<file path="src/rtl/pcard_pkg.sv">
package pcard_pkg;

    localparam int ADDR_W = 16;

    typedef struct packed {
        logic rom;
        logic ram;
        logic ctl;
    } sel_t;

    function automatic logic window_hit(
        input logic [ADDR_W-1:0] a,
        input logic [ADDR_W-1:0] base,
        input logic [ADDR_W-1:0] mask
    );
        return (a & mask) == base;
    endfunction

    function automatic logic any_sel(input sel_t s);
        return s.rom | s.ram | s.ctl;
    endfunction

endpackage

</file>
<file path="src/rtl/pcard_window.sv">
module pcard_window
    import pcard_pkg::*;
#(
    parameter logic [ADDR_W-1:0] BASE    = 16'h5000,
    parameter logic [ADDR_W-1:0] MASK    = 16'hF800,
    parameter int                OFS_W   = 11,
    parameter int                OFS_LSB = 0
) (
    input  logic [ADDR_W-1:0] addr,
    output logic              hit,
    output logic [OFS_W-1:0]  offset
);
    always_comb begin
        hit    = window_hit(addr, BASE, MASK);
        offset = addr[OFS_LSB +: OFS_W];
    end
endmodule

</file>
<file path="src/rtl/pcard_rom_map.sv">
module pcard_rom_map
    import pcard_pkg::*;
#(
    parameter int PAGE_W = 12,
    localparam int ROM_AW = PAGE_W + 1
) (
    input  logic              hit,
    input  logic              is_write,
    input  logic              bank,
    input  logic [PAGE_W-1:0] page_ofs,
    output logic              sel,
    output logic [ROM_AW-1:0] rom_a
);
    always_comb begin
        sel   = hit & ~is_write;
        rom_a = {bank, page_ofs};
    end
endmodule

</file>
<file path="src/rtl/pcard_decoder.sv">
module pcard_decoder
    import pcard_pkg::*;
#(
    parameter logic [ADDR_W-1:0] ROM_BASE = 16'h4000,
    parameter logic [ADDR_W-1:0] ROM_MASK = 16'hF000,
    parameter logic [ADDR_W-1:0] RAM_BASE = 16'h5000,
    parameter logic [ADDR_W-1:0] RAM_MASK = 16'hF800,
    parameter logic [ADDR_W-1:0] CTL_BASE = 16'h5F01,
    parameter logic [ADDR_W-1:0] CTL_MASK = 16'hFF01,
    parameter int PAGE_W = 12,
    parameter int RAM_AW = 11,
    parameter int REG_W  = 2,
    localparam int ROM_AW = PAGE_W + 1
) (
    input  logic              clk,
    input  logic              rst,
    input  logic [ADDR_W-1:0] addr,
    input  logic              acc_valid,
    input  logic              acc_write,
    input  logic              card_en,
    input  logic              bank_sel,
    output logic              rom_sel,
    output logic [ROM_AW-1:0] rom_addr,
    output logic              ram_sel,
    output logic [RAM_AW-1:0] ram_addr,
    output logic              ctl_sel,
    output logic [REG_W-1:0]  ctl_reg,
    output logic              bus_drive
);
    logic              rom_hit, ram_hit, ctl_hit, rom_ok;
    logic [PAGE_W-1:0] rom_ofs;
    logic [ROM_AW-1:0] rom_a;
    logic [RAM_AW-1:0] ram_ofs;
    logic [REG_W-1:0]  ctl_ofs;
    logic              gate;
    sel_t              sel_d, sel_q;

    pcard_window #(.BASE(ROM_BASE), .MASK(ROM_MASK), .OFS_W(PAGE_W), .OFS_LSB(0))
        u_rom_win (.addr(addr), .hit(rom_hit), .offset(rom_ofs));
    pcard_window #(.BASE(RAM_BASE), .MASK(RAM_MASK), .OFS_W(RAM_AW), .OFS_LSB(0))
        u_ram_win (.addr(addr), .hit(ram_hit), .offset(ram_ofs));
    pcard_window #(.BASE(CTL_BASE), .MASK(CTL_MASK), .OFS_W(REG_W), .OFS_LSB(1))
        u_ctl_win (.addr(addr), .hit(ctl_hit), .offset(ctl_ofs));

    pcard_rom_map #(.PAGE_W(PAGE_W)) u_rom_map (
        .hit(rom_hit), .is_write(acc_write), .bank(bank_sel),
        .page_ofs(rom_ofs), .sel(rom_ok), .rom_a(rom_a)
    );

    always_comb begin
        gate      = acc_valid & card_en;
        sel_d.rom = gate & rom_ok;
        sel_d.ram = gate & ram_hit;
        sel_d.ctl = gate & ctl_hit;
    end

    always_ff @(posedge clk) begin
        if (rst) begin
            sel_q     <= '0;
            rom_addr  <= '0;
            ram_addr  <= '0;
            ctl_reg   <= '0;
            bus_drive <= 1'b0;
        end else begin
            sel_q     <= sel_d;
            rom_addr  <= sel_d.rom ? rom_a   : '0;
            ram_addr  <= sel_d.ram ? ram_ofs : '0;
            ctl_reg   <= sel_d.ctl ? ctl_ofs : '0;
            bus_drive <= any_sel(sel_d) & ~acc_write;
        end
    end

    assign rom_sel = sel_q.rom;
    assign ram_sel = sel_q.ram;
    assign ctl_sel = sel_q.ctl;

    // reset clears the selects
    assert_reset_clear_R1: assert property (@(posedge clk)
        rst |=> !(rom_sel || ram_sel || ctl_sel || bus_drive));
    // a disabled card stays silent
    assert_card_off_R2: assert property (@(posedge clk) disable iff (rst)
        !card_en |=> !(rom_sel || ram_sel || ctl_sel || bus_drive));
    // the bank flag lands in the top ROM address bit
    assert_rom_bank_R3: assert property (@(posedge clk) disable iff (rst)
        (acc_valid && card_en && !acc_write && addr[15:12] == 4'h4)
            |=> (rom_sel && rom_addr[PAGE_W] == $past(bank_sel)));
    // the ROM cannot be written
    assert_rom_readonly_R4: assert property (@(posedge clk) disable iff (rst)
        (acc_valid && acc_write) |=> !rom_sel);
    // the selects are exclusive
    assert_one_target_R7: assert property (@(posedge clk) disable iff (rst)
        $onehot0({rom_sel, ram_sel, ctl_sel}));
    // the bus is driven only on a selected read
    assert_drive_R8: assert property (@(posedge clk) disable iff (rst)
        bus_drive |-> (rom_sel || ram_sel || ctl_sel) && !$past(acc_write));
    // no access, no select
    assert_idle_R9: assert property (@(posedge clk) disable iff (rst)
        !acc_valid |=> !(rom_sel || ram_sel || ctl_sel));
endmodule

</file>
<file path="config.mk">
export PLATFORM = sky130hd
export DESIGN_NAME = pcard_decoder
export DESIGN_NICKNAME = d
export VERILOG_FILES = /design/src/rtl/pcard_pkg.sv /design/src/rtl/pcard_window.sv /design/src/rtl/pcard_rom_map.sv /design/src/rtl/pcard_decoder.sv
export SDC_FILE = /design/constraint.sdc
export NUM_CORES = 1
export LEC_CHECK = 0
export ABC_AREA = 1
export CAP_MARGIN = 20
export CORE_MARGIN = 2
export CORE_UTILIZATION = 34
export DETAILED_ROUTE_END_ITERATION = 8
export PLACE_DENSITY = 0.75
export SLEW_MARGIN = 20
export SYNTH_ARGS = -nofsm -noshare
export SYNTH_HDL_FRONTEND = slang
export SYNTH_SLANG_ARGS = --single-unit
</file>
<file path="constraint.sdc">
create_clock -name clk -period 0.8 [get_ports clk]
set_input_delay 0.12 -clock clk [delete_from_list [all_inputs] [get_ports clk]]
set_output_delay 0.12 -clock clk [all_outputs]
set_load 0.005 [all_outputs]
</file>
==> results by group, run 1 <==
Run
  • Max cap viols: 0

Worst setup path
  • Critical Path Fanout Max: 1
  • Setup CP Type: reg2out
  • CP startpoint kind: flip-flop
  • Critical Path RT: 680 ps
  • Critical Path AT: 770 ps
  • Worst path buffer plus inverter count: 1
  • CP delay by family, top: flip-flops
  • Type of destination of the critical path: output port
  • CP peak stage delay: 330 ps
  • CP max-delay cell: dfxtp_2
  • Critical path startpoint: rom_addr[0]
  • Critical path cell sequence: buf_2

Power
  • Peak VDD IR: 0.988 mV
  • Leakage: 0.792 nW
  • PwrDens: 1710 mW/mm^2

Logic synthesis
  • Cell variety after synth: 13
  • Syn Area/Cell: 9.56 um^2
  • Syn Std Cell Area: 966 um^2
  • Post-synthesis register bit count: 30
  • Post-Syn Instances: 101
  • Sequential share of the synthesized area: 62.2%
  • Syn_nets: 123
  • Yosys warnings: 0

Global routing
  • First-pass GRT wire length: 3860 um
  • Total GRT Usage: 16.1%
  • GRT overflow: 0
  • Antenna violations before repair: 0
  • Vias in the first global route: 849
  • Largest net degree at the start of global routing: 10

Floorplan
  • Ports: 52
  • Initial Utilization: 35.3%
  • Die X: 57.3 um
  • Core area: 0.00273 mm^2
  • Die height: 57.3 um
  • Site Rows: 19
  • Die area: 0.00328 mm^2

Timing
  • Fin crit share: 112%
  • Post-route minimum period: 892 ps
  • Final hold vios: 0
  • Peak Freq: 1120 MHz
  • Worst-Margin Slew: 214 ps
  • Slew HR: 85.7%
  • Setup ws final: -92.2 ps
  • Finish-stage setup viols: 30
  • Slew Limit Fails: 0
  • RSZ-0062 raised after global routing: true

Layout
  • Most common cell after layout, fill and taps aside: buf_2
  • Final Non-Filler Cells: 193
  • Final core utilization: 56.3%
  • Most frequent cells in the layout: 24 x buf_2, 16 x inv_1, 16 x nor2_1, 16 x dfxtp_1, 14 x dfxtp_2
  • Filler cells: 257
  • Seq. cell area: 618 um^2
  • Area of the multi-input gates: 342 um^2
  • N_diodes: 0
  • Design Area, Final: 0.00154 mm^2
  • Area Overhead vs Synth: 59.3%
  • Max reg flops: 13
  • Nets@finish: 183
  • Fraction of layout instances using a drive strength above 1: 53.1%

Drt
  • Iteration-0 DRC count of the detailed router: 8
  • Post-DRT Antenna Nets: 0
  • Wirelength per Cell: 12.3 um
  • Routed Wire Length: 2380 um
  • First-pass DRT Iterations: 4
  • Drt via density: 4.21
  • DRC violations left: 0
  • Via count: 812

Place
  • Dpl hpwl: 1610 um
  • Dpl cells: 183
  • Area after DPL: 0.00151 mm^2
  • Buffers on Ports: 51
  • Gpl congestion: 0.722

CTS
  • CTS tree: yes
  • Root Driver: clkbuf_4
  • Postcts setup bufs: 0
  • CTS buffer count: 5
  • # clock sinks: 30
  • Clock Tree Buf Depth: 2
  • Worst-path clk slew: 90 ps
  • H-tree depth: 2

Status
  • Failing checks: negative setup slack
  • Status: finished, violations left

Worst hold path
  • Worst min-delay path class: in2reg
  • Hold_sp: addr[9]
routing by layer:
layer	vias to the layer above	wire length [um]	GRT usage (%)
met3	2	210	7.26
met2	38	1250	27.4
li1	408	-	-
met4	0	18	6.98
met5	-	0	0
met1	364	903	17.1
per-stage QoR:
step                TNS [ps]  power [mW]  hold WS, ps  worst slack [ps]
finish                 -2060        2.63          208             -92.2
global route           -2920        2.72          222              -116
CTS                    -2460        2.65          199              -102
detailed placement    -18150        1.73          687              -554
global placement      -16800        1.72          694              -488
floorplan                  0        1.60          247              56.8
Yosys cell counts:
| library cell | n | area share, % |
|---|---|---|
| nor2_2 | 13 | 8.4 |
| or2_2 | 1 | 0.65 |
| nand2_1 | 9 | 3.5 |
| buf_6 | 2 | 2.3 |
| inv_2 | 3 | 1.2 |
| nor2_8 | 1 | 2.1 |
| nand3_2 | 1 | 1.0 |
| dfxtp_1 | 30 | 62 |
| nor2_1 | 19 | 7.4 |
| nor2_4 | 1 | 1.2 |
| nand2_2 | 2 | 1.3 |
| nand3_4 | 1 | 1.8 |
| inv_1 | 18 | 7.0 |
report_power, final:
| group | internal, mW | total, mW | switching (mW) |
|---|---|---|---|
| Sequential | 1.49 | 1.49 | 0.000859 |
| Combinational | 0.102 | 0.208 | 0.105 |
| Clock | 0.425 | 0.928 | 0.502 |
kinds of logic (layout without fill, tap and decap cells):
family | Yosys count | after routing | synth area share, %
buffers and inverters | 23 | 82 | 10.5
and+or+nand+nor | 48 | 50 | 27.3
DFF | 30 | 30 | 62.2
cell type report:
class	instances	share of cell area, %
Inverter	21	5.28
Timing Repair Buffer	53	25.9
Sequential cell	30	40.2
Clock inverter	1	0.325
Clock buffer	7	3.58
Tap cell	31	2.52
Multi-Input combinational cell	50	22.2
final timing paths:
| kind | end | slack [ps] | cells past startpoint |
|---|---|---|---|
| setup / recovery | rom_addr[0] | -90 | 1 |
| hold / removal | rom_addr[9] | 210 | 3 |
what timing repair did:
action / CTS / global route
hold endpoints to repair: 0 / 0
hold buffers: 0 / 0
gates resized for setup: 159 / 10
pin swaps: 14 / 6
gates cloned: 2 / 0
endpoints found under the setup margin: 60 / 44
(Power assumes the default switching activity.)
==> inputs of run 2 (changes only) <==
--- a/config.mk
+++ b/config.mk
@@ -10,6 +10,7 @@
 export CORE_MARGIN = 2
 export CORE_UTILIZATION = 34
 export DETAILED_ROUTE_END_ITERATION = 8
+export GPL_TIMING_DRIVEN = 0
 export PLACE_DENSITY = 0.75
 export SLEW_MARGIN = 20
 export SYNTH_ARGS = -nofsm -noshare
==> results by group, run 2 (synthesized netlist as in run 1, its figures left out) <==
Status
  • Status: finished, violations left
  • Failing checks: negative setup slack

CTS
  • # clock sinks: 30
  • CTS buffer count: 5
  • Worst-path clk slew: 90 ps
  • Clock Tree Buf Depth: 2
  • CTS tree: yes
  • H-tree depth: 2
  • Root Driver: clkbuf_4

Power
  • Net Sw Frac: 22.0%
  • PnR Total Power: 2.60 mW
  • Pint: 2.03 mW
  • Seq pwr share: 57.5%
  • Leakage: 0.873 nW
  • Peak VDD IR: 1.58 mV
  • PwrDens: 1580 mW/mm^2
  • Logic pwr share: 7.7%
  • Clock power share: 34.7%
  • Sw power: 0.572 mW

Layout
  • Filler cells: 241
  • Nets@finish: 192
  • Max reg flops: 13
  • Most frequent cells in the layout: 24 x buf_2, 19 x dfxtp_1, 18 x nor2_1
  • Fraction of layout instances using a drive strength above 1: 54.4%
  • Final Non-Filler Cells: 202
  • Area Overhead vs Synth: 69.9%
  • N_diodes: 0
  • Most common cell after layout, fill and taps aside: buf_2
  • Design Area, Final: 0.00164 mm^2

Drt
  • Iteration-0 DRC count of the detailed router: 14
  • Wirelength per Cell: 11.3 um
  • Drt via density: 4.15
  • Post-DRT Antenna Nets: 0
  • Routed Wire Length: 2270 um
  • First-pass DRT Iterations: 4
  • DRC violations left: 0
  • Via count: 839

Worst setup path
  • Critical Path RT: 680 ps
  • CP startpoint kind: flip-flop
  • Setup CP Type: reg2out
  • Critical Path Fanout Max: 1
  • CP max-delay cell: dfxtp_2
  • Type of destination of the critical path: output port
  • Worst path buffer plus inverter count: 1
  • CP peak stage delay: 320 ps
  • Critical Path AT: 750 ps
  • CP delay by family, top: flip-flops
  • Critical path cell sequence: buf_2

Global routing
  • Largest net degree at the start of global routing: 10
  • Total GRT Usage: 14.4%
  • GRT overflow: 0
  • Vias in the first global route: 797
  • First-pass GRT wire length: 3500 um
  • Antenna violations before repair: 0

Place
  • Pre-CTS setup slack: -500 ps
  • Dpl cells: 183
  • Gpl congestion: 0.727
  • Dpl hpwl: 1530 um
  • Buffers on Ports: 51
  • Area after DPL: 0.00152 mm^2

Timing
  • Slew Limit Fails: 0
  • Post-route minimum period: 871 ps
  • Fin crit share: 109%
  • Peak Freq: 1150 MHz
  • Finish-stage setup viols: 30
  • RSZ-0062 raised after global routing: true
  • Final hold vios: 0
  • Setup ws final: -70.5 ps
  • Setup TNS: -1710 ps
  • Worst-Margin Slew: 168 ps
  • Slew HR: 88.8%

Floorplan
  • Core area: 0.00273 mm^2
  • Die area: 0.00328 mm^2
  • Initial Utilization: 35.3%
  • Ports: 52
  • Die height: 57.3 um
  • Site Rows: 19
  • Die X: 57.3 um

Worst hold path
  • Worst min-delay path class: in2reg

Run
  • Max cap viols: 0
run 2: worst paths after layout:
| check | start | endpoint | slack, ps | cells past startpoint |
|---|---|---|---|---|
| worst max-delay path | ram_addr[0] | ram_addr[0] | -70 | 1 |
| worst min-delay path | rst | bus_drive | 190 | 3 |
run 2: metal layers:
metal	global-route usage (%)	routed length [um]
met4	7.64	59
met5	0	0
met2	24.8	1140
met3	5.44	200
met1	15.2	874
run 2: power groups by stage:
stage / Combinational [mW] / Clock [mW] / Sequential (mW)
floorplan: 0.0660 / 0 / 1.53
global placement: 0.186 / 0 / 1.53
detailed placement: 0.190 / 0 / 1.53
CTS: 0.192 / 0.939 / 1.49
global route: 0.218 / 0.999 / 1.50
finish: 0.201 / 0.903 / 1.49
run 2: final cells by class:
class                      instances  area (um^2)  share of cell area (%)
buffer                             2         35.0                    2.13
clock buffer                       7         55.1                    3.35
clock inverter                     1         5.00                   0.305
inverter                          21         78.8                    4.80
multi-input combinational         48          297                    18.1
sequential                        30          614                    37.4
tap                               31         38.8                    2.36
timing repair buffer              62          518                    31.6
run 2: tightest hold or removal path: stages:
cell and delay [ps]:
dlygate4sd2_1 220, or2_2 100, nor2_1 30
run 2: through the flow:
stage,utilization (%),hold WS (ps)
floorplan,-,247
global placement,55.4,685
detailed placement,55.4,691
CTS,57.8,176
global route,60.0,200
finish,60.0,191
run 2: timing repair:
action,4_1_cts,5_1_grt
endpoints found under the setup margin,54,54
gates cloned,2,0
setup buffers,7,2
resized for setup,155,19
hold buffers,0,0
pin swaps,14,8
==> inputs of run 3 (changes only) <==
--- a/config.mk
+++ b/config.mk
@@ -16,3 +16,4 @@
 export SYNTH_ARGS = -nofsm -noshare
 export SYNTH_HDL_FRONTEND = slang
 export SYNTH_SLANG_ARGS = --single-unit
+export TNS_END_PERCENT = 30
==> results by group, run 3 (synthesized netlist as in run 1, its figures left out) <==
Drt
  • Post-DRT Antenna Nets: 0
  • Via count: 845
  • DRC violations left: 0
  • Wirelength per Cell: 11.9 um
  • Iteration-0 DRC count of the detailed router: 15
  • Routed Wire Length: 2390 um
  • First-pass DRT Iterations: 4
  • Drt via density: 4.20

CTS
  • # clock sinks: 30
  • Root Driver: clkbuf_4
  • CTS buffer count: 5
  • Worst-path clk slew: 90 ps
  • Clock Tree Buf Depth: 2
  • Hold-fix buffers, CTS: 0
  • H-tree depth: 2
  • CTS tree: yes

Layout
  • Fraction of layout instances using a drive strength above 1: 56.5%
  • N_diodes: 0
  • Nets@finish: 191
  • Area Overhead vs Synth: 74.5%
  • Most frequent cells in the layout: 24 x buf_2, 19 x dfxtp_1, 16 x inv_1, 16 x nor2_2, 11 x dfxtp_2
  • Final core utilization: 61.6%
  • Final Non-Filler Cells: 201
  • Max reg flops: 13
  • Most common cell after layout, fill and taps aside: buf_2

Worst hold path
  • Hold path endpoint: ram_addr[0]
  • Hold_sp: addr[0]
  • Worst min-delay path class: in2reg
  • Worst Hold Depth: 3

Power
  • Clock power share: 34.7%
  • Net Sw Frac: 22.4%
  • Peak VDD IR: 1.55 mV
  • Pint: 2.03 mW
  • Seq pwr share: 57.1%
  • Sw power: 0.586 mW
  • Leakage: 0.886 nW
  • PwrDens: 1550 mW/mm^2
  • Logic pwr share: 8.2%

Status
  • Status: finished, violations left
  • Failing checks: negative setup slack

Worst setup path
  • CP max-delay cell: dfxtp_2
  • Critical Path RT: 680 ps
  • Critical path cell sequence: buf_2
  • CP peak stage delay: 320 ps
  • Critical Path AT: 760 ps
  • Setup CP Type: reg2out
  • Worst path buffer plus inverter count: 1
  • Type of destination of the critical path: output port
  • Critical Path Fanout Max: 1
  • CP delay by family, top: flip-flops
  • CP startpoint kind: flip-flop
  • Critical path startpoint: ram_addr[0]

Timing
  • Finish-stage setup viols: 32
  • Slew Limit Fails: 0
  • Final hold vios: 0
  • Peak Freq: 1140 MHz
  • RSZ-0062 raised after global routing: true
  • Post-route minimum period: 875 ps
  • Setup ws final: -75.1 ps
  • Worst-Margin Slew: 167 ps
  • Slew HR: 88.9%
  • Fin crit share: 109%

Floorplan
  • Site Rows: 19
  • Core area: 0.00273 mm^2
  • Initial Utilization: 35.3%
  • Die area: 0.00328 mm^2
  • Die X: 57.3 um
  • Die height: 57.3 um
  • Ports: 52

Place
  • Buffers on Ports: 51
  • Dpl hpwl: 1530 um
  • Dpl cells: 183
  • Gpl congestion: 0.727

Global routing
  • Antenna violations before repair: 0
  • First-pass GRT wire length: 3530 um
  • GRT overflow: 0
  • Vias in the first global route: 799
  • Largest net degree at the start of global routing: 10
  • Total GRT Usage: 14.6%

Run
  • Max cap viols: 0
-- run 3: cell types whose count changed in the layout (fill, tap and decap cells not counted), sizes merged --
cell,previous run,this run
clkbuf,10,7
dlymetal6s2s,0,2
buf,43,42
dlygate4sd2,9,10
-- run 3: power by group through the flow --
stage / Clock (mW) / Sequential [mW] / Combinational [mW]
floorplan: 0 / 1.53 / 0.0660
global placement: 0 / 1.53 / 0.186
detailed placement: 0 / 1.53 / 0.190
CTS: 0.939 / 1.49 / 0.192
global route: 0.997 / 1.50 / 0.234
finish: 0.908 / 1.49 / 0.215
-- run 3: worst max-delay path by stage --
stage,endpoint,slack [ps],depth (start not counted)
finish,ram_addr[0],-80,1
global route,ctl_sel,-110,1
CTS,ctl_sel,-90,1
detailed placement,rom_addr[5],-500,6
global placement,rom_addr[11],-460,6
floorplan,rom_addr[8],60,6
-- run 3: layout make-up --
class	count	area [um^2]
inverter	21	78.8
sequential	30	614
multi-input combinational	48	329
buffer	2	35.0
clock inverter	1	5.00
clock buffer	7	55.1
tap	31	38.8
fill	237	1050
timing repair buffer	61	529
-- run 3: what timing repair did --
action / in CTS / in global routing
gates cloned: 2 / 0
pin swaps: 8 / 6
endpoints found under the setup margin: 54 / 57
resized for setup: 153 / 25
setup buffers: 6 / 2
-- run 3: per-stage QoR --
step | total power, mW | hold WS [ps] | TNS [ps] | cell area [um^2] | setup slack, ps
4_1_cts | 2.63 | 176 | -2310 | 1580 | -94.3
2_1_floorplan | 1.60 | 247 | 0 | 966 | 56.8
6_report | 2.62 | 80.7 | -1800 | 1690 | -75.1
3_5_place_dp | 1.72 | 691 | -16210 | 1520 | -500
3_3_place_gp | 1.72 | 685 | -15260 | 1520 | -461
5_1_grt | 2.73 | 83.8 | -3210 | 1690 | -107
-- run 3: routing by layer --
layer | track usage (%) | routed length (um)
met4 | 7.64 | 55
met1 | 14.7 | 853
met2 | 25.8 | 1250
met5 | 0 | 0
met3 | 5.67 | 228
-- run 3: worst min-delay path, cell delays in order --
cell	delay [ps]
dlymetal6s2s_1	130
inv_1	80
nor2_2	40
